File: src/rtl/tmr_pkg.sv
// Shared types for the up/down timer.
// Assumes: nothing beyond IEEE 1800-2017.
package tmr_pkg;
    typedef enum logic {
        DIR_UP   = 1'b0,
        DIR_DOWN = 1'b1
    } cnt_dir_e;
endpackage

File: src/rtl/tmr_presc.sv
// Prescaler: divides the timer clock by (active value + 1) into a count tick.
// Assumes: the preload copy is moved to the active copy only on an update;
// a restart clears the divider so the next period begins from zero.
module tmr_presc #(
    parameter int PSC_W = 16
) (
    input  logic             clk,
    input  logic             rst_n,
    input  logic             en,
    input  logic             psc_wr,
    input  logic [PSC_W-1:0] psc_wr_val,
    input  logic             load,
    input  logic             restart,
    output logic             tick
);
    logic [PSC_W-1:0] psc_pre;
    logic [PSC_W-1:0] psc_act;
    logic [PSC_W-1:0] div_q;

    assign tick = en && (div_q == psc_act);

    // Keep the written and active prescaler values.
    always_ff @(posedge clk) begin
        if (!rst_n) begin
            psc_pre <= '0;
            psc_act <= '0;
        end else begin
            if (psc_wr) psc_pre <= psc_wr_val;
            if (load)   psc_act <= psc_pre;
        end
    end

    // Advance the divider, clearing it on a tick or a restart.
    always_ff @(posedge clk) begin
        if (!rst_n)       div_q <= '0;
        else if (restart) div_q <= '0;
        else if (en)      div_q <= tick ? '0 : div_q + 1'b1;
    end
endmodule

File: src/rtl/tmr_rep.sv
// Repetition gate: lets one wrap in (R+1) through as an update.
// Assumes: a written R is picked up when the down-counter reloads, which
// happens at a gated wrap or at an accepted software update.
module tmr_rep #(
    parameter int REP_W = 8
) (
    input  logic             clk,
    input  logic             rst_n,
    input  logic             wrap,
    input  logic             reinit,
    input  logic             rep_wr,
    input  logic [REP_W-1:0] rep_wr_val,
    output logic             rep_zero
);
    logic [REP_W-1:0] rep_pre;
    logic [REP_W-1:0] rep_cnt;

    assign rep_zero = (rep_cnt == '0);

    // Store the written repetition value.
    always_ff @(posedge clk) begin
        if (!rst_n)      rep_pre <= '0;
        else if (rep_wr) rep_pre <= rep_wr_val;
    end

    // Count wraps down and reload at zero or on software update.
    always_ff @(posedge clk) begin
        if (!rst_n)      rep_cnt <= '0;
        else if (reinit) rep_cnt <= rep_pre;
        else if (wrap)   rep_cnt <= rep_zero ? rep_pre : rep_cnt - 1'b1;
    end
endmodule

File: src/rtl/tmr_core.sv
// Counter core: up/down count with a reload value that is either written
// straight through or held in a shadow until the next update.
// Assumes: tick is a single-cycle enable; gen is an accepted software update
// and takes priority over a tick in the same cycle.
module tmr_core
    import tmr_pkg::*;
#(
    parameter int CNT_W = 16
) (
    input  logic             clk,
    input  logic             rst_n,
    input  logic             tick,
    input  logic             dir_down,
    input  logic             pre_en,
    input  logic             reload_wr,
    input  logic [CNT_W-1:0] reload_wr_val,
    input  logic             upd,
    input  logic             gen,
    output logic [CNT_W-1:0] count,
    output logic [CNT_W-1:0] reload_act,
    output logic             wrap
);
    cnt_dir_e         dir;
    logic [CNT_W-1:0] arl_pre;
    logic [CNT_W-1:0] arl_nxt;
    logic [CNT_W-1:0] cnt_nxt;

    assign dir = cnt_dir_e'(dir_down);

    // Detect the end of a period in the selected direction.
    always_comb begin
        if (dir == DIR_DOWN) wrap = tick && (count == '0);
        else                 wrap = tick && (count >= reload_act);
    end

    // Pick the reload value that is active after this edge.
    always_comb begin
        if (reload_wr && !pre_en) arl_nxt = reload_wr_val;
        else if (upd)             arl_nxt = arl_pre;
        else                      arl_nxt = reload_act;
    end

    // Pick the next counter value.
    always_comb begin
        cnt_nxt = count;
        if (gen) begin
            cnt_nxt = (dir == DIR_DOWN) ? arl_nxt : '0;
        end else if (tick) begin
            if (wrap)                 cnt_nxt = (dir == DIR_DOWN) ? arl_nxt : '0;
            else if (dir == DIR_DOWN) cnt_nxt = count - 1'b1;
            else                      cnt_nxt = count + 1'b1;
        end
    end

    // Register the counter, the shadow and the active reload value.
    always_ff @(posedge clk) begin
        if (!rst_n) begin
            count      <= '0;
            arl_pre    <= '1;
            reload_act <= '1;
        end else begin
            count      <= cnt_nxt;
            reload_act <= arl_nxt;
            if (reload_wr) arl_pre <= reload_wr_val;
        end
    end
endmodule

File: src/rtl/updn_timer.sv
// Up/down timer top: joins prescaler, counter core and repetition gate,
// forms the update event and keeps the sticky update flag.
// Assumes: all strobes are single-cycle and synchronous to clk.
module updn_timer #(
    parameter int CNT_W = 16,
    parameter int PSC_W = 16,
    parameter int REP_W = 8
) (
    input  logic             clk,
    input  logic             rst_n,
    input  logic             cnt_en,
    input  logic             dir_down,
    input  logic             arl_pre_en,
    input  logic             upd_dis,
    input  logic             sw_upd,
    input  logic             flag_clr,
    input  logic             wr_reload,
    input  logic [CNT_W-1:0] wr_reload_val,
    input  logic             wr_psc,
    input  logic [PSC_W-1:0] wr_psc_val,
    input  logic             wr_rep,
    input  logic [REP_W-1:0] wr_rep_val,
    output logic [CNT_W-1:0] count,
    output logic [CNT_W-1:0] reload_act,
    output logic             upd_pulse,
    output logic             upd_flag
);
    logic tick;
    logic wrap;
    logic rep_zero;
    logic gen_ok;
    logic upd;

    assign gen_ok = sw_upd && !upd_dis;
    assign upd    = !upd_dis && ((wrap && rep_zero) || sw_upd);

    tmr_presc #(.PSC_W(PSC_W)) u_presc (
        .clk        (clk),
        .rst_n      (rst_n),
        .en         (cnt_en),
        .psc_wr     (wr_psc),
        .psc_wr_val (wr_psc_val),
        .load       (upd),
        .restart    (gen_ok),
        .tick       (tick)
    );

    tmr_core #(.CNT_W(CNT_W)) u_core (
        .clk           (clk),
        .rst_n         (rst_n),
        .tick          (tick),
        .dir_down      (dir_down),
        .pre_en        (arl_pre_en),
        .reload_wr     (wr_reload),
        .reload_wr_val (wr_reload_val),
        .upd           (upd),
        .gen           (gen_ok),
        .count         (count),
        .reload_act    (reload_act),
        .wrap          (wrap)
    );

    tmr_rep #(.REP_W(REP_W)) u_rep (
        .clk        (clk),
        .rst_n      (rst_n),
        .wrap       (wrap),
        .reinit     (gen_ok),
        .rep_wr     (wr_rep),
        .rep_wr_val (wr_rep_val),
        .rep_zero   (rep_zero)
    );

    // Register the update pulse and keep the flag, set winning over clear.
    always_ff @(posedge clk) begin
        if (!rst_n) begin
            upd_pulse <= 1'b0;
            upd_flag  <= 1'b0;
        end else begin
            upd_pulse <= upd;
            if (upd)           upd_flag <= 1'b1;
            else if (flag_clr) upd_flag <= 1'b0;
        end
    end
endmodule

File: config.mk
export PLATFORM = sky130hd
export DESIGN_NAME = updn_timer
export DESIGN_NICKNAME = d
export VERILOG_FILES = /design/src/rtl/tmr_pkg.sv /design/src/rtl/tmr_presc.sv /design/src/rtl/tmr_rep.sv /design/src/rtl/tmr_core.sv /design/src/rtl/updn_timer.sv
export SDC_FILE = /design/constraint.sdc
export NUM_CORES = 1
export LEC_CHECK = 0
export ABC_CLOCK_PERIOD_IN_PS = 4400
export BUFFER_PORTS_ARGS = -buffer_cell sky130_fd_sc_hd__buf_2
export CAP_MARGIN = 15
export CORE_MARGIN = 1.5
export CORE_UTILIZATION = 40
export DETAILED_ROUTE_END_ITERATION = 10
export MAX_ROUTING_LAYER = met4
export SKIP_LAST_GASP = 1
export SLEW_MARGIN = 5
export SYNTH_ARGS = -nofsm -noshare
export SYNTH_HDL_FRONTEND = slang
export SYNTH_SLANG_ARGS = --single-unit
File: constraint.sdc
create_clock -name clk -period 4.4 [get_ports clk]
set_input_delay 0.66 -clock clk [delete_from_list [all_inputs] [get_ports clk]]
set_output_delay 0.66 -clock clk [all_outputs]
set_load 0.02 [all_outputs]
# ---- Word-level counts from Yosys, hierarchy flattened
# Index checks and enable logic that the tools add are counted.
dict set report op_classes {
  n_addsub 4
  multipliers 0
  div 0
  order_cmp 1
  eq_ne 1
  n_shift 0
  n_mux 14
  bitwise 1
  reduce_logical 16
}
# operator count
set ops {}
lappend ops {{16-bit 2-to-1 mux} 8}
lappend ops {{16-bit by 1-bit adder with 16-bit output, second input constant} 2}
lappend ops {{8-bit 2-to-1 mux} 3}
lappend ops {{16-bit == test} 1}
lappend ops {{16-bit greater-or-equal comparator} 1}
lappend ops {{16-bit zero test} 1}
lappend ops {{16-bit by 1-bit subtractor with 16-bit output, second input constant} 1}
lappend ops {{8-bit zero test} 1}
lappend ops {{8-bit by 1-bit subtractor with 8-bit output, second input constant} 1}
lappend ops {{1-bit logical AND} 7}
lappend ops {{2-bit nonzero test} 3}
lappend ops {{1-bit 2-to-1 mux} 3}
lappend ops {{1-bit zero test} 2}
lappend ops {{2-bit OR reduction} 1}
lappend ops {{1-bit logical OR} 1}
lappend ops {{1-bit NOT} 1}
dict set report totals {
  regBits 114
  latch_bits 0
  ramBits 0
  mem_bits_ro 0
  in_bits 51
  output_inout_bits 34
  word_cells 47
  n_memories 0
}

# ---- Depth between registers and ports, before layout
# Gate-level depths: netlist of the first run.
dict set report depth {
  depth_word 13
  ltp_mapped 12
  depth_no_buf 11
}

# ---- Hierarchy
# From an unflattened synthesis of the first run, not the netlist that was laid out.
dict set report unflattened {
  hier_cells 706
  hier_area_um2 6219.7
}
# mod n_inst cells_each area_per_inst_um2 seq_area_each_um2
set modules_own_cells {}
lappend modules_own_cells {tmr_core 1 385 3128.0 960.9}
lappend modules_own_cells {tmr_presc 1 213 2144.6 960.9}
lappend modules_own_cells {tmr_rep 1 99 860.8 320.3}
lappend modules_own_cells {updn_timer 1 9 86.3 40.0}

# ---- Worst setup path before layout of the first run
# No wires, ideal clock.
dict set report synth_path {
  path_kind {in2reg}
  startpoint {input port dir_down}
  endpoint {register u_core.count[14]}
  setup_time_ns 0.122
  t_arrival_ns 2.808
  required_time_ns 4.278
  setup_slack_ns 1.470
  path_stages 10
  path_buffers 0
  cell_sequence {ha_1 -> nor2b_4 -> o31a_1 -> o211a_1 -> o21a_1 -> o21a_1 -> o41a_1 -> a31oi_1 -> xnor2_1 -> a221o_1}
}
dict set report synth_via {
  elab_chain_cells 10
  word_cells_on_any_way 11
  classes_between {mux: 8; reduce/logical: 3}
}
# element line_no
set synth_rtl {}
lappend synth_rtl {{from (decl)} updn_timer.sv:12} ;# input logic dir_down,
lappend synth_rtl {{1-bit 2-to-1 mux} tmr_core.sv:32} ;# if (dir == DIR_DOWN) wrap = tick && (count == '0);
lappend synth_rtl {{1-bit logical AND} updn_timer.sv:35} ;# assign upd = !upd_dis && ((wrap && rep_zero) || sw_upd);
lappend synth_rtl {{1-bit logical OR} updn_timer.sv:35}
lappend synth_rtl {{1-bit logical AND} updn_timer.sv:35}
lappend synth_rtl {{16-bit 2-to-1 mux} tmr_core.sv:39} ;# else if (upd) arl_nxt = arl_pre;
lappend synth_rtl {{16-bit 2-to-1 mux} tmr_core.sv:38} ;# if (reload_wr && !pre_en) arl_nxt = reload_wr_val;
lappend synth_rtl {{16-bit 2-to-1 mux} {tmr_core.sv:47, tmr_core.sv:49}}
lappend synth_rtl {{16-bit 2-to-1 mux} tmr_core.sv:49} ;# if (wrap) cnt_nxt = (dir == DIR_DOWN) ? arl_nxt : '0;
lappend synth_rtl {{16-bit 2-to-1 mux} tmr_core.sv:48} ;# end else if (tick) begin
lappend synth_rtl {{16-bit 2-to-1 mux (*)} tmr_core.sv:46} ;# if (gen) begin
lappend synth_rtl {{to (signal assigned)} tmr_core.sv:62} ;# count <= cnt_nxt;
lappend synth_rtl {{to (decl)} tmr_core.sv:19} ;# output logic [CNT_W-1:0] count,
# Every way passes the cells marked *; elsewhere a longest branch is shown, timed or not. The select of a mux whose other input is x is not followed.
# A chain may end at the register's enable or synchronous reset.

# ---- Worst setup path after layout of the first run
dict set report layout_path {
  startpoint {register u_core.count[0]}
  endpoint {register u_core.reload_act[4]}
}
dict set report layout_via {
  elab_chain_cells 8
  word_cells_on_any_way 10
  classes_between {order compare: 1; mux: 3; reduce/logical: 6}
}
# element line_no
set layout_rtl {}
lappend layout_rtl {{16-bit greater-or-equal comparator / 16-bit zero test (equally long branches)} {tmr_core.sv:33, tmr_core.sv:32}}
lappend layout_rtl {{1-bit logical AND (on tied branches)} {tmr_core.sv:33, tmr_core.sv:32}}
lappend layout_rtl {{1-bit 2-to-1 mux (*)} tmr_core.sv:32}
lappend layout_rtl {{1-bit logical AND (*)} updn_timer.sv:35}
lappend layout_rtl {{1-bit logical OR (*)} updn_timer.sv:35}
lappend layout_rtl {{1-bit logical AND (*)} updn_timer.sv:35}
lappend layout_rtl {{16-bit 2-to-1 mux (*)} tmr_core.sv:39}
lappend layout_rtl {{16-bit 2-to-1 mux (*)} tmr_core.sv:38}
lappend layout_rtl {{to (signal assigned)} tmr_core.sv:63} ;# reload_act <= arl_nxt;
lappend layout_rtl {{to (decl)} tmr_core.sv:20} ;# output logic [CNT_W-1:0] reload_act,
# Every way passes the cells marked *; elsewhere a longest branch is shown, timed or not.

==> flow_summary.rst, run 1 <==
.. list-table::
   :header-rows: 1

   * - Metric
     - Value
   * - Area share of the largest cell type after synthesis
     - a little under two fifths
   * - TritonCTS sink count
     - 114
   * - Total number of vias
     - 5197
   * - Count of unique library cells instantiated by Yosys
     - 65
   * - Area of the core region
     - 0.0146 sq mm
   * - Worst-case clock skew
     - 7.64 ps
   * - Horizontal die dimension
     - 125 um
   * - Starting DRC count in detailed routing
     - 327
   * - Cell at the root of the clock tree
     - clkbuf_16
   * - Worst hold path type
     - flip-flop to flip-flop
   * - Global-route wire length before repair
     - about 25000 um
   * - Part of the power in combinational logic
     - 24.0%
   * - Register area share after synthesis
     - 38.1%
   * - Average cell area after synthesis
     - 8.73 sq um
   * - Arrival time of the worst setup path
     - 3650 ps
   * - Category of the critical setup timing path
     - flip-flop to flip-flop
   * - Routed wirelength normalized by instance count
     - 16.1 um
   * - Sequence of cells on the critical path
     - inv_1 > ha_1 > nand2b_1 > nand3_1 > a211o_1 > a21oi_1 > o21ai_2 > nor3_4 > buf_4 > nand2_1 > o211a_1 > o21ai_0
   * - Number of remaining DRC errors
     - 0
   * - FFs w/ async S/R, synth
     - 0%
   * - Number of input and output port buffers inserted
     - 84
   * - Switching fraction of total power
     - 29.9%
   * - Cell Area, Synth
     - 0.00599 sq mm
   * - Actual transition at the worst max-transition pin
     - 1070 ps
   * - Number of hold violations in the final report
     - 0
   * - Antenna viol nets, final
     - 0
   * - Maximum number of pins on one net before global-route repair
     - 56
   * - Post-place instance area
     - between 0.006 and 0.007 sq mm
   * - Area delta synth->final
     - 19.7%
   * - Outcome
     - finished, final reports clean
   * - Worst-Skew Late Latency
     - 410 ps
   * - Sequential Power Share
     - about a third
   * - Number of instances in the synthesized netlist
     - between 600 and 700
   * - Maximum fanout count along the critical path
     - 20
   * - GRT overflow
     - 0
   * - Largest vdd supply drop
     - 0.000274 V
   * - Met2 track demand over resource in global routing
     - 33.8%
   * - Startpoint types
     - flip-flop
   * - Number of warnings printed during yosys synthesis
     - 0
   * - Sum Neg Setup Slack
     - 0 ps
   * - Global-route usage over all layers
     - 20.7%
   * - # nets final
     - about 850
   * - Most heavily used metal layer in global routing
     - met2
   * - Number of cells upsized or downsized after cts
     - 0
   * - Largest cells by area after synthesis
     - dfxtp_1 38%, mux2i_1 11%, ha_1 6.9%, nor2_1 6.1%, nand2_1 3.8%
   * - Total nets after synthesis
     - 771
   * - Number of placement rows
     - 44
   * - Via count of the first global-routing pass
     - 5034
   * - Hold-fix buffers, CTS
     - 0
   * - Initial core utilization
     - 41.0%
   * - Post-route design area
     - slightly above 0.007 sq mm
   * - Maximum Capacitance Violations
     - 0
   * - Main flop type after synthesis
     - dfxtp_1
   * - Cell internal power dissipation
     - 2.48 mW
   * - Pwr Total
     - 3.54 mW
   * - Antenna violations before repair
     - 1
   * - Most common cell after layout, fill and taps aside
     - dfxtp_1
   * - CTS tree
     - done
   * - Final critical-path required period
     - 3320 ps
   * - Total CTS buffers
     - 17
   * - Slew Viols, Final
     - 0
   * - Net switching power of the design
     - 1.06 mW
   * - Clock slew at the register clock pins of the worst setup and hold paths
     - about 50 ps
   * - Total wire length after detailed routing
     - about 15000 um
   * - Number of top-level pins
     - 85
   * - Deepest clock path buffer count
     - 2
   * - Reported leakage power
     - 3.29 nW
   * - Number of buffers inserted by post-CTS setup repair
     - 0
   * - Worst endpoint required time
     - 4730 ps
   * - Worst max-slew margin expressed relative to the limit
     - 28.8%
   * - Die height
     - 125 um
   * - Full die area
     - 0.0157 sq mm
   * - DR vias/cell
     - roughly 5.4
   * - Slowest cell on the critical path
     - nor3_4
   * - CP endpoint kind
     - flip-flop
   * - Fin util
     - 49.1%
   * - Fmax
     - 0.301 GHz
   * - Fraction of power consumed by the clock network
     - 41.7%
   * - Total power density per cell area
     - a little under 500 mW/mm^2
   * - Setup repair after global routing missed its margin
     - false
   * - Final weighted congestion of routability-driven global placement
     - about 0.85
   * - Largest stage delay on the critical path
     - 680 ps
   * - Final HPWL DP
     - 11200 um
   * - Fraction of final layout cells sized beyond drive strength 1
     - approximately 17%
   * - GR met1 Demand/Resource
     - about 24%
   * - Count of TritonRoute iterations in the first routing pass
     - 5
   * - Met3 GRT Util
     - 5.13%
   * - Top library cells by usage in the layout, fill and taps aside
     - 114 x dfxtp_1, 98 x nor2_1, 84 x buf_2, 66 x mux2i_1, 60 x nand2_1
   * - Count of final setup violators
     - 0
   * - Part of the cycle the worst path needs
     - 75.5%
   * - Number of H-tree levels
     - 4
   * - Synth area leader
     - dfxtp_1
   * - Synthesis-stage register bit count
     - 114
   * - EDFF count, synth
     - 0
## cells in the mapped netlist (all sizes together) (2+ instances only)
library cell / instances
dfxtp: 114
a211oi: 6
nor3: 13
o211a: 7
ha: 33
xor2: 22
mux2i: 66
o22ai: 9
o2bb2ai: 3
nand3: 9
nor2: 98
and2: 3
o21ai: 36
a21oi: 30
inv: 27
buf: 11
o21a: 5
nor2b: 5
or3: 7
o211ai: 4
nor4: 6
a22oi: 2
nand4: 11
and3: 2
a21o: 10
o31ai: 2
nand2b: 10
and4: 2
nand2: 60
clkbuf: 24
a22o: 2
xnor2: 19
a31oi: 3
or2: 5
## kinds of logic after synthesis
| group | synth area share (%) |
|---|---|
| xor gates and xnor gates | 6.00 |
| AOI/OAI and AO/OA | 14.7 |
| buffers and inverters | 4.41 |
| adders and majority gates | 7.23 |
| DFF | 38.1 |
| and+or+nand+nor | 18.5 |
| muxes | 11.0 |
## critical path, delay by kind of cell, from the launching register on
| kind | cells | cell delay, ps |
|---|---|---|
| buffers and inverters | 2 | 610 |
| AOI/OAI and AO/OA | 5 | 940 |
| adders and majority gates | 1 | 300 |
| and+or+nand+nor | 4 | 940 |
| DFF | 1 | 440 |
## per-layer routing
layer	vias to the layer above	part of all wire (%)
met2	186	48
li1	2569	-
met5	-	0
met4	0	2.3
met1	2412	44
met3	30	5.6
## per-stage QoR
| stage | hold slack (ps) | cells | setup WS (ps) |
|---|---|---|---|
| 3_3_place_gp | 453 | 927 | 1030 |
| 2_1_floorplan | 441 | 686 | 1470 |
| 5_1_grt | 485 | 958 | 873 |
| 6_report | 473 | 958 | 1080 |
| 4_1_cts | 473 | 957 | 1070 |
| 3_5_place_dp | 459 | 927 | 989 |
## state kept, by name, indices dropped and copies added (netlist names)
name,count
u_core.arl_pre,16
u_core.count,16
u_core.reload_act,16
u_presc.div_q,16
u_presc.psc_act,16
u_presc.psc_pre,16
u_rep.rep_cnt,8
u_rep.rep_pre,8
upd_flag,1
upd_pulse,1
## final cells by class
| class | instances | area, sq um |
|---|---|---|
| Fill cell | 1415 | 7420 |
| Multi-Input combinational cell | 510 | 3440 |
| Sequential cell | 114 | 2280 |
| Timing Repair Buffer | 92 | 480 |
| Clock buffer | 20 | 447 |
| Tap cell | 184 | 230 |
| Clock inverter | 10 | 184 |
| Inverter | 27 | 101 |
| Antenna cell | 1 | 2.50 |
## worst paths after layout
| kind | endpoint | cells past startpoint | slack [ps] | startpoint |
|---|---|---|---|---|
| max | u_core.reload_act[4] | 12 | 1080 | u_core.count[0] |
| min | u_core.arl_pre[0] | 2 | 470 | u_core.arl_pre[0] |
| max reg2reg | u_core.reload_act[4] | 12 | 1080 | u_core.count[0] |
| min reg2reg | u_core.arl_pre[0] | 2 | 470 | u_core.arl_pre[0] |
## power groups by stage
stage	registers [mW]	logic [mW]	clock network, mW
after detailed placement	1.24	0.842	0
after global placement	1.23	0.820	0
after CTS	1.22	0.846	1.50
after floorplan	1.26	0.574	0
final	1.22	0.848	1.48
after global routing	1.23	0.948	1.56
Power figures use the tool's default switching activity.
==> run 2: changes to the inputs <==
--- a/config.mk
+++ b/config.mk
@@ -5,7 +5,8 @@
 export SDC_FILE = /design/constraint.sdc
 export NUM_CORES = 1
 export LEC_CHECK = 0
-export ABC_CLOCK_PERIOD_IN_PS = 4400
+export ABC_AREA = 1
+export ABC_CLOCK_PERIOD_IN_PS = 3450
 export BUFFER_PORTS_ARGS = -buffer_cell sky130_fd_sc_hd__buf_2
 export CAP_MARGIN = 15
 export CORE_MARGIN = 1.5
==> constraint.sdc (replaced) <==
create_clock -name clk -period 3.45 [get_ports clk]
set_input_delay 0.5175 -clock clk [delete_from_list [all_inputs] [get_ports clk]]
set_output_delay 0.5175 -clock clk [all_outputs]
set_load 0.02 [all_outputs]
==> run 2 against run 1 <==
Against the previous run:
- die area grew 3.0%
- sequential power grew 21%
- critical endpoint is now u_core.count[4]
- global-route usage grew 0.35 points
==> flow_summary.rst, run 2 <==
.. list-table::
   :header-rows: 1

   * - Metric
     - Value
   * - Area of the core region
     - 0.0151 sq mm
   * - # nets final
     - 1053
   * - Number of top-level pins
     - between 80 and 90
   * - Cell at the root of the clock tree
     - clkbuf_16
   * - Global-route usage over all layers
     - 21.0%
   * - Worst endpoint required time
     - about 3800 ps
   * - FFs w/ async S/R, synth
     - 0%
   * - Synthesis-stage register bit count
     - 114
   * - Total number of vias
     - ~5.7k
   * - Reported leakage power
     - about 3.6 nW
   * - Multi-input logic area
     - about 0.0034 sq mm
   * - Cell Area, Synth
     - 0.00617 sq mm
   * - Final weighted congestion of routability-driven global placement
     - about 0.84
   * - Cell seen most often among critical-path stages
     - nand2_1
   * - Count of TritonRoute iterations in the first routing pass
     - 6
   * - Logic depth of the worst register-to-register path
     - 18
   * - Average cell area after synthesis
     - 6.92 sq um
   * - Final critical-path required period
     - 2520 ps
   * - Total CTS buffers
     - 17
   * - Antenna violations before repair
     - 0
   * - Register area share after synthesis
     - 37.0%
   * - Largest cells by area after synthesis
     - dfxtp_1 37%, nand2_1 12%, nor2_1 8.1%, o21ai_0 6.8%, ha_1 6.7%
   * - Startpoint of the most critical register-to-register path
     - u_core.count[0]
   * - Count of unique library cells instantiated by Yosys
     - 39
   * - Clock slew at the register clock pins of the worst setup and hold paths
     - 50 ps
   * - Worst hold path type
     - input pin to flip-flop
   * - Most common cell after layout, fill and taps aside
     - nand2_1
   * - EDFF count, synth
     - 0
   * - Number of placed instances with taps included
     - around 1.1k
   * - Post-route design area
     - 0.00734 sq mm
   * - Outcome
     - finished, final reports clean
   * - Sequential Area
     - 0.00228 sq mm
   * - Capture instance of the worst register-to-register path
     - u_core.count[4]
   * - Antenna viol nets, final
     - 0
   * - Die height
     - 127 um
   * - Sum Neg Setup Slack
     - 0 ps
   * - Largest vdd supply drop
     - 0.000376 V
   * - Area delta synth->final
     - 19.0%
   * - Number of remaining DRC errors
     - 0
   * - Number of cells upsized or downsized after cts
     - 0
   * - WP depth
     - 18
   * - Actual transition at the worst max-transition pin
     - between 700 and 800 ps
   * - CP endpoint kind
     - flip-flop
   * - Top cell family by delay on the critical path
     - simple AND/OR/NAND/NOR gates
   * - Maximum number of pins on one net before global-route repair
     - 78
   * - Total wire length after detailed routing
     - 15600 um
   * - Total nets after synthesis
     - between 900 and 1k
   * - Fill count
     - 1580
   * - Via count of the first global-routing pass
     - between 5k and 6k
   * - Area share of the largest cell type after synthesis
     - 37.0%
   * - Setup repair after global routing missed its margin
     - false
   * - GRT overflow
     - 0
   * - Final HPWL DP
     - 11300 um
   * - Routed wirelength normalized by instance count
     - 13.4 um
   * - Global-route wire length before repair
     - 26100 um
   * - DR vias/cell
     - 4.88
   * - Top library cells by usage in the layout, fill and taps aside
     - 194 x nand2_1, 133 x nor2_1, 114 x dfxtp_1, 88 x inv_1
   * - Initial core utilization
     - 40.7%
   * - TritonCTS sink count
     - 114
   * - Main flop type after synthesis
     - dfxtp_1
   * - Buf/Inv on CP
     - 2
   * - Synth top cells by count
     - 194 x nand2_1, 133 x nor2_1, 114 x dfxtp_1
   * - Number of warnings printed during yosys synthesis
     - 0
   * - Number of hold violations in the final report
     - 0
   * - Number of instances in the synthesized netlist
     - 892
   * - Number of placement rows
     - 45
   * - Total power density per cell area
     - about 550 mW/mm^2
   * - Synth area leader
     - dfxtp_1
   * - Slew Viols, Final
     - 0
   * - Part of the cycle the worst path needs
     - 73.1%
   * - Final cell count without fillers
     - 1169
   * - Full die area
     - 0.0162 sq mm
   * - Number of buffers inserted by post-CTS setup repair
     - 0
   * - Horizontal die dimension
     - 127 um
   * - Count of final setup violators
     - 0
   * - Fraction of final layout cells sized beyond drive strength 1
     - 16.1%
   * - Fmax
     - around 0.40 GHz
   * - Startpoint types
     - flip-flop
   * - Worst-case clock skew
     - 5.73 ps
   * - Flop-to-flop setup slack
     - 930 ps
   * - Largest stage delay on the critical path
     - 410 ps
   * - Worst max-slew margin expressed relative to the limit
     - 50.0%
   * - Hold-fix buffers, CTS
     - 0
   * - Slowest cell on the critical path
     - dfxtp_1
   * - Maximum Capacitance Violations
     - 0
   * - Post-place instance area
     - ~0.0067 sq mm
   * - Starting DRC count in detailed routing
     - a little under 300
   * - Number of inserted diodes
     - 0
   * - Maximum fanout count along the critical path
     - 16
   * - Critical path destination
     - u_core.count[4]
   * - Worst-Skew Late Latency
     - 420 ps
   * - Cell with the most instances after synthesis
     - nand2_1
   * - Deepest clock path buffer count
     - 2
   * - Number of H-tree levels
     - 4
   * - Number of input and output port buffers inserted
     - 84
   * - CP startpoint
     - u_core.count[0]
   * - CTS tree
     - done
   * - Category of the critical setup timing path
     - flip-flop to flip-flop
   * - Arrival time of the worst setup path
     - between 2000 and 3000 ps
   * - Sequence of cells on the critical path
     - inv_1 > ha_1 > nand2_1 > nor2_1 > nor2_1 > nand2_1 > nand2_1 > nand2_1 > nand2_1 > nand2_1 > nand2_1 > nand2_2 > buf_4 > a21oi_1 > o21ai_0 > nand2_1 > a21oi_1 > nor2_1
## run 2: worst min-delay path by stage
stage | startpoint | endpoint | slack (ps) | cells after the start
after floorplan | u_core.arl_pre[1] | u_core.arl_pre[1] | 430 | 2
final | wr_rep_val[0] | u_rep.rep_pre[0] | 310 | 3
after CTS | wr_psc_val[2] | u_presc.psc_pre[2] | 300 | 3
after global placement | u_core.arl_pre[1] | u_core.arl_pre[1] | 440 | 2
after detailed placement | u_core.arl_pre[1] | u_core.arl_pre[1] | 450 | 2
after global routing | wr_psc_val[2] | u_presc.psc_pre[2] | 310 | 3
## run 2: through the flow
step                      setup slack, ps  hold WS, ps  power (mW)  util (%)
after floorplan                      1010          429        1.99         -
after global placement                792          442        2.19      44.2
after detailed placement              735          447        2.19      44.2
after CTS                             936          300        4.09      48.5
after global routing                  663          313        4.26      48.5
final                                 929          315        4.05      48.5
## run 2: cells by family after synthesis
group | count (synthesis) | synth area share (%)
XOR/XNOR | 21 | 2.98
AO/OA/AOI/OAI | 172 | 15.5
flip-flops | 114 | 37.0
AND/OR/NAND/NOR | 423 | 29.0
buffers and inverters | 128 | 8.52
adder cells (fa/ha/maj) | 34 | 7.02
## run 2: worst reg2reg max path, cell delays in order (launching register included)
cell,delay (ps)
dfxtp_1,410
inv_1,120
ha_1,290
nand2_1,40
nor2_1,90
nor2_1,50
nand2_1,50
nand2_1,40
nand2_1,100
nand2_1,60
nand2_1,120
nand2_1,80
nand2_2,230
buf_4,290
a21oi_1,60
o21ai_0,120
nand2_1,80
a21oi_1,130
nor2_1,50
## run 2: metal layers
| metal | GRT usage (%) | up-vias | wire (um) |
|---|---|---|---|
| li1 | - | 3043 | - |
| met1 | 25.9 | 2543 | 7630 |
| met2 | 34.5 | 95 | 7190 |
| met3 | 4.86 | 20 | 614 |
| met4 | 6.48 | 0 | 185 |
| met5 | - | - | 0 |
## run 2: power by group
| group | total (mW) | switching, mW | leakage [nW] | internal, mW |
|---|---|---|---|---|
| clock | 1.89 | 0.611 | 0.313 | 1.28 |
| sequential | 1.48 | 0.0738 | 0.942 | 1.41 |
| combinational | 0.680 | 0.432 | 2.37 | 0.248 |
| total | 4.05 | 1.12 | 3.62 | 2.94 |
## run 2: area by class of cell
cell class                      count  share of cell area (%)
Sequential cell                   114                    31.1
Clock inverter                      9                    2.06
Tap cell                          188                    3.20
Clock buffer                       23                    6.65
Timing Repair Buffer               90                    6.34
Multi-Input combinational cell    650                    45.8
Inverter                           95                    4.86
